--- config.mk ---
export PLATFORM = sky130hd
export DESIGN_NAME = pdwake_seq
export DESIGN_NICKNAME = d
export VERILOG_FILES = /design/src/rtl/pdw_pkg.sv /design/src/rtl/pdw_sync.sv /design/src/rtl/pdw_wake_qual.sv /design/src/rtl/pdw_timer.sv /design/src/rtl/pdwake_seq.sv
export SDC_FILE = /design/constraint.sdc
export NUM_CORES = 1
export LEC_CHECK = 0
export BUFFER_PORTS_ARGS = -buffer_cell sky130_fd_sc_hd__buf_2
export CORE_ASPECT_RATIO = 1.75
export CORE_MARGIN = 3
export CORE_UTILIZATION = 40
export CTS_CLUSTER_DIAMETER = 120
export DETAILED_ROUTE_END_ITERATION = 8
export MAX_ROUTING_LAYER = met4
export PLACE_DENSITY = 0.62
export SLEW_MARGIN = 20
export SYNTH_ARGS = -nofsm -noshare
export SYNTH_HDL_FRONTEND = slang
export SYNTH_HIERARCHICAL = 1
export SYNTH_SLANG_ARGS = --single-unit
--- constraint.sdc ---
create_clock -name clk -period 8.51 [get_ports clk]
set_input_delay 0.4255 -clock clk [delete_from_list [all_inputs] [get_ports clk]]
set_output_delay 0.4255 -clock clk [all_outputs]
set_load 0.02 [all_outputs]
--- src/rtl/pdw_pkg.sv ---
package pdw_pkg;

    typedef enum logic [2:0] {
        PS_RUN    = 3'd0,
        PS_SLEEP  = 3'd1,
        PS_WARM   = 3'd2,
        PS_HOLD   = 3'd3,
        PS_RSTWIN = 3'd4
    } pw_state_e;

    typedef struct packed {
        logic osc;
        logic cpu;
        logic per;
        logic ramblk;
    } gate_t;

    // Per-state gating of oscillator, clocks and RAM access.
    function automatic gate_t gates_for(pw_state_e s);
        gate_t g;
        case (s)
            PS_RUN:    g = '{osc: 1'b1, cpu: 1'b1, per: 1'b1, ramblk: 1'b0};
            PS_SLEEP:  g = '{osc: 1'b0, cpu: 1'b0, per: 1'b0, ramblk: 1'b0};
            PS_WARM:   g = '{osc: 1'b1, cpu: 1'b0, per: 1'b0, ramblk: 1'b0};
            PS_HOLD:   g = '{osc: 1'b1, cpu: 1'b1, per: 1'b1, ramblk: 1'b0};
            PS_RSTWIN: g = '{osc: 1'b1, cpu: 1'b1, per: 1'b1, ramblk: 1'b1};
            default:   g = '{osc: 1'b1, cpu: 1'b1, per: 1'b1, ramblk: 1'b0};
        endcase
        return g;
    endfunction

endpackage

--- src/rtl/pdw_sync.sv ---
module pdw_sync #(
    parameter int W = 3
) (
    input  logic         clk,
    input  logic         rst,
    input  logic [W-1:0] d,
    output logic [W-1:0] q
);
    logic [W-1:0] meta;

    always_ff @(posedge clk) begin
        if (rst) begin
            meta <= '0;
            q    <= '0;
        end else begin
            meta <= d;
            q    <= meta;
        end
    end
endmodule

--- src/rtl/pdw_wake_qual.sv ---
module pdw_wake_qual #(
    parameter int N = 2
) (
    input  logic [N-1:0] pin_n,
    input  logic [N-1:0] en,
    input  logic [N-1:0] level_cfg,
    input  logic [N-1:0] top_cfg,
    output logic [N-1:0] qual
);
    for (genvar i = 0; i < N; i++) begin : g_pin
        assign qual[i] = ~pin_n[i] & en[i] & level_cfg[i] & top_cfg[i];
    end
endmodule

--- src/rtl/pdw_timer.sv ---
module pdw_timer #(
    parameter int W = 11
) (
    input  logic         clk,
    input  logic         rst,
    input  logic         clear,
    input  logic         run,
    input  logic [W-1:0] limit,
    output logic         done
);
    logic [W-1:0] cnt;
    logic [W:0]   cnt_inc;

    assign cnt_inc = {1'b0, cnt} + {{W{1'b0}}, 1'b1};
    assign done    = cnt_inc >= {1'b0, limit};

    always_ff @(posedge clk) begin
        if (rst || clear)
            cnt <= '0;
        else if (run && !done)
            cnt <= cnt + 1'b1;
    end

    assert_cnt_bound_R5: assert property (@(posedge clk) disable iff (rst)
        (run && limit != '0) |-> (cnt < limit));
endmodule

--- src/rtl/pdwake_seq.sv ---
module pdwake_seq
    import pdw_pkg::*;
#(
    parameter int N_WAKE  = 2,
    parameter int CNT_W   = 11,
    parameter int RST_WIN = 4
) (
    input  logic              clk,
    input  logic              rst,
    input  logic              pd_set,
    input  logic [N_WAKE-1:0] wake_n,
    input  logic [N_WAKE-1:0] wake_en,
    input  logic [N_WAKE-1:0] wake_level,
    input  logic [N_WAKE-1:0] wake_top,
    input  logic              ext_rst,
    input  logic [CNT_W-1:0]  stab_cycles,
    output logic              osc_en,
    output logic              cpu_clk_en,
    output logic              per_clk_en,
    output logic              resume_pulse,
    output logic              sfr_reinit,
    output logic              ram_block,
    output logic              pd_bit,
    output logic [N_WAKE-1:0] wake_src
);
    localparam int WIN_W = $clog2(RST_WIN + 1);
    localparam logic [WIN_W-1:0] WIN_LIM = WIN_W'(RST_WIN);

    pw_state_e         st, nxt;
    gate_t             g;
    logic [N_WAKE-1:0] qual_raw, wake_s, src_q;
    logic              rst_s, rst_d, rst_rise;
    logic              via_rst, pd_q;
    logic              stab_done, win_done;
    logic              held;

    pdw_wake_qual #(.N(N_WAKE)) u_qual (
        .pin_n     (wake_n),
        .en        (wake_en),
        .level_cfg (wake_level),
        .top_cfg   (wake_top),
        .qual      (qual_raw)
    );

    pdw_sync #(.W(N_WAKE + 1)) u_sync (
        .clk (clk),
        .rst (rst),
        .d   ({ext_rst, qual_raw}),
        .q   ({rst_s, wake_s})
    );

    pdw_timer #(.W(CNT_W)) u_stab (
        .clk   (clk),
        .rst   (rst),
        .clear (st != PS_WARM),
        .run   (st == PS_WARM),
        .limit (stab_cycles),
        .done  (stab_done)
    );

    pdw_timer #(.W(WIN_W)) u_win (
        .clk   (clk),
        .rst   (rst),
        .clear (st != PS_RSTWIN),
        .run   (st == PS_RSTWIN),
        .limit (WIN_LIM),
        .done  (win_done)
    );

    assign rst_rise = rst_s & ~rst_d;
    assign held     = |(wake_s & src_q);

    always_comb begin
        nxt = st;
        case (st)
            PS_RUN:
                if (rst_rise)    nxt = PS_RSTWIN;
                else if (pd_set) nxt = PS_SLEEP;
            PS_SLEEP:
                if (rst_s || (|wake_s)) nxt = PS_WARM;
            PS_WARM:
                if (stab_done) begin
                    if (via_rst || rst_s) nxt = PS_RSTWIN;
                    else if (held)        nxt = PS_HOLD;
                    else                  nxt = PS_SLEEP;
                end
            PS_HOLD:
                if (rst_rise)   nxt = PS_RSTWIN;
                else if (!held) nxt = PS_RUN;
            PS_RSTWIN:
                if (win_done) nxt = PS_RUN;
            default: nxt = PS_RUN;
        endcase
    end

    always_ff @(posedge clk) begin
        if (rst) begin
            st           <= PS_RUN;
            rst_d        <= 1'b0;
            via_rst      <= 1'b0;
            pd_q         <= 1'b0;
            src_q        <= '0;
            resume_pulse <= 1'b0;
            sfr_reinit   <= 1'b0;
        end else begin
            st           <= nxt;
            rst_d        <= rst_s;
            resume_pulse <= ((st == PS_WARM) && (nxt == PS_RSTWIN)) ||
                            ((st == PS_HOLD) && (nxt == PS_RUN));
            sfr_reinit   <= (st == PS_RSTWIN) && (nxt == PS_RUN);

            if (st == PS_RUN && nxt == PS_SLEEP) begin
                pd_q  <= 1'b1;
                src_q <= '0;
            end
            if (st == PS_SLEEP && rst_s) begin
                pd_q    <= 1'b0;
                via_rst <= 1'b1;
                src_q   <= '0;
            end else if (st == PS_SLEEP && nxt == PS_WARM) begin
                src_q <= wake_s;
            end
            if (st == PS_WARM) begin
                if (rst_s) via_rst <= 1'b1;
                if (nxt == PS_HOLD || nxt == PS_RSTWIN) pd_q <= 1'b0;
                if (nxt == PS_SLEEP || nxt == PS_RSTWIN) src_q <= '0;
                if (nxt != PS_WARM) via_rst <= 1'b0;
            end
        end
    end

    assign g          = gates_for(st);
    assign osc_en     = g.osc | ext_rst | (|qual_raw);
    assign cpu_clk_en = g.cpu;
    assign per_clk_en = g.per;
    assign ram_block  = g.ramblk;
    assign pd_bit     = pd_q & ~ext_rst;
    assign wake_src   = src_q;

    assert_clk_needs_osc_R2: assert property (@(posedge clk) disable iff (rst)
        cpu_clk_en |-> osc_en);
    assert_resume_single_R7: assert property (@(posedge clk) disable iff (rst)
        resume_pulse |=> !resume_pulse);
    assert_reinit_after_window_R9: assert property (@(posedge clk) disable iff (rst)
        sfr_reinit |-> $past(ram_block));
    assert_window_pd_clear_R9: assert property (@(posedge clk) disable iff (rst)
        ram_block |-> !pd_bit);
    assert_src_stable_R8: assert property (@(posedge clk) disable iff (rst)
        (st == PS_HOLD && $past(st) == PS_HOLD) |-> $stable(wake_src));
    assert_hold_has_src_R7: assert property (@(posedge clk) disable iff (rst)
        (st == PS_HOLD) |-> (|wake_src));
endmodule

==> flow_metrics.py <==
metrics = {
    "min_path": {
        "hp-class": "input pin to flip-flop",
        "worstHoldPathCells": 2,
    },
    "yosys": {
        "yosysWarningCount": 6,
        "syn_inst": 235,
        "synth_largest_area_cell": "dfxtp_1",
        "seq_area_frac_synth_pct": 29.9,
        "postSynthAreaPerCell_sq_um": 8.54,
        "yosys.area.top_type_share_pct": 29.9,
        "synth_edf_count": 0,
        "synth_area_sq_um": 2010,
        "ys_types": 57,
        "async_flop_share_pct": 0,
        "synth_area_leaders": "dfxtp_1 (30%), ha_1 (10%), a21oi_1 (4.0%)",
        "synthFlopType": "dfxtp_1",
        "synth_seq_cells": 30,
    },
    "cells_and_area": {
        "syn_to_final_growth_pct": 14.1,
        "drive_gt1_share_pct": 22.6,
        "nets": 308,
        "final_core_util_pct": 48.2,
        "antennaDiodeCount": 0,
        "fin_area_sq_um": 2290,
        "stdcell_count": 322,
    },
    "clock_network": {
        "cts_sinks": 30,
        "clkLatencyLatePin_ps": 270,
        "cts-buffers-inserted": 5,
        "holdBufCountCts": 0,
        "ctsRootBufferMaster": "clkbuf_8",
        "cts_setup_buffers": 0,
        "htreeDepth": 2,
        "clk_pin_slew_ps": 60,
        "cts_tree": "done",
        "cts_buffer_depth": 2,
        "cts_resized": 0,
    },
    "floorplanning": {
        "fp.dieArea_sq_um": 5940,
        "start_util_pct": 42.3,
        "core_sq_um": 4750,
        "fp.dieH_um": 99.7,
        "fp.dieW_um": 59.5,
        "num_rows": 33,
        "io_pins": 32,
    },
    "sta": {
        "fin_crit_sh_pct": 41.6,
        "holdWs_ps": 401,
        "worst_slack_ps": 4970,
        "rsz0062_at_grt": "false",
        "hold_viol": 0,
        "fin_crit_ps": 3540,
        "setup_viol": 0,
        "relSlewSlack_pct": 49.9,
        "fmax_mhz": 283,
        "fin_tns_setup_ps": 0,
        "slew_viol_final": 0,
        "fin_skew_ps": 1.54,
        "worst_pin_slew_ps": 747,
    },
    "flow_run": {
        "cap_violations": 0,
    },
    "power": {
        "powerDensity_nw_per_um2": 131,
        "fin_total_pwr_mw": 0.299,
        "p_leak_nw": 0.983,
        "peakVddDrop_mv": 0.0924,
    },
    "global_routing": {
        "grt_pass1_wl_um": 7320,
        "track_usage_pct": 16.3,
        "grt_max_degree": 19,
        "grt_overflow_total": 0,
        "antenna_found_initial": 0,
        "grt_pass1_vias": 1685,
    },
    "drt": {
        "drt_iter0_drc": 44,
        "routedWlPerCell_um": 13.2,
        "vias_per_cell": 5.38,
        "drc_errors": 0,
        "postRouteAntennaNets": 0,
        "routed_wl_um": 4260,
        "via_count": 1732,
        "firstDrtPassIters": 4,
    },
    "worst_setup_path": {
        "path_class": "flip-flop to flip-flop",
        "cp.required_ps": 8670,
        "cp_max_fo": 6,
        "crit_path_start_kind": "flip-flop",
        "cp.arrival_ps": 3700,
        "critPathCaptureType": "flip-flop",
        "reg2reg_depth": 14,
    },
    "place": {
        "dpl.cell_count": 314,
        "place_area_sq_um": 2200,
        "place_ws_ps": 5000,
        "dp_hpwl_um": 3420,
        "gp_congestion": 0.876,
        "port_buffers": 31,
    },
    "status": {
        "status": "complete, no violations",
    },
}
==> logic make-up (layout without fill, tap and decap cells) <==
family                     Yosys count  count (layout)  synth area share, %
other                                2               3                0.374
and+or+nand+nor                    101             101                 29.8
DFF                                 30              30                 29.9
muxes                                3               3                 1.50
AOI/OAI and AO/OA                   50              50                 19.0
xor gates and xnor gates            10              10                 4.36
buffers and inverters               23              57                 5.11
adders and majority gates           16              16                 9.97
==> where the power goes <==
group | switching (mW) | internal [mW] | total, mW
clock network | 0.0519 | 0.0651 | 0.117
registers | 0.00281 | 0.143 | 0.146
logic | 0.0200 | 0.0161 | 0.0361
total | 0.0747 | 0.224 | 0.299
==> final timing paths <==
| check | endpoint | slack, ps | from |
|---|---|---|---|
| setup reg to reg | via_rst | 4970 | u_stab/cnt[0] |
| hold / removal | u_sync/meta[2] | 400 | ext_rst |
| hold reg to reg | u_sync/q[0] | 440 | u_sync/meta[0] |
| setup / recovery | via_rst | 4970 | u_stab/cnt[0] |
==> routing by layer <==
layer	vias to the layer above	GRT usage (%)	part of all wire (%)
li1	906	-	-
met1	788	15.5	38
met2	33	31.1	57
met3	5	2.73	3.7
met4	0	5.63	1.0
met5	-	-	0
==> state kept, by name (all words and copies together) (netlist names) <==
signal,count
u_win/cnt,3
resume_pulse,1
sfr_reinit,1
u_sync/meta,3
via_rst,1
rst_d,1
st,3
u_sync/q,3
wake_src,2
pd_q,1
u_stab/cnt,11
==> critical path, cell delays in order, from the launching register on <==
cell and delay (ps):
dfxtp_1 410, ha_1 220, and3_1 220, nand3_1 250
nor2_1 250, xor2_1 100, ha_1 300, nand3_1 110
or3_1 450, or2_2 320, nand2_1 190, and3_4 240
a211oi_4 50, a41oi_1 260, nor3_2 50
==> cell usage after synthesis, drive strengths merged (2+ instances only) <==
master / instances
o221ai: 2
and3: 3
nor3: 7
inv: 18
or4: 6
nor2b: 10
mux2i: 3
o21ai: 11
nand2: 20
nand3b: 2
nor3b: 3
xor2: 6
nand3: 6
or2: 5
and2: 2
a211oi: 2
or3: 7
nor4: 2
and4b: 2
buf: 5
nor2: 15
dfxtp: 30
o31ai: 7
a21oi: 16
nand4: 5
xnor2: 4
a21boi: 2
ha: 16
o211ai: 2
nand2b: 4
conb: 2
==> layout make-up <==
class                      instances  area, sq um
clock buffer                       7         86.3
clock inverter                     1         5.00
fill                             500         2460
inverter                          18         70.1
multi-input combinational        183         1310
sequential                        30          601
tap                               52         65.1
timing repair buffer              31          155
==> cell usage in the layout (no fill, tap or decap), types with 2 or more instances in the layout <==
cell type and count:
buf_2 31, dfxtp_1 30, nand2_1 20, inv_1 17
a21oi_1 16, ha_1 16, nor2_1 15, nor2b_1 10
or3_1 7, o31ai_1 7, nor3_1 6, clkbuf_8 6
xor2_1 6, o21ai_0 6, or4_1 6, nand3_1 5
nand4_1 5, xnor2_1 4, nand2b_1 3, o21ai_1 3
mux2i_1 3, or2_2 3, conb_1 3, and2_1 2
nor3b_2 2, and3_4 2, nand3b_1 2, o21ai_2 2
and4b_1 2, o211ai_1 2, a21boi_1 2
Note: power is estimated with default switching activity, not from simulation.
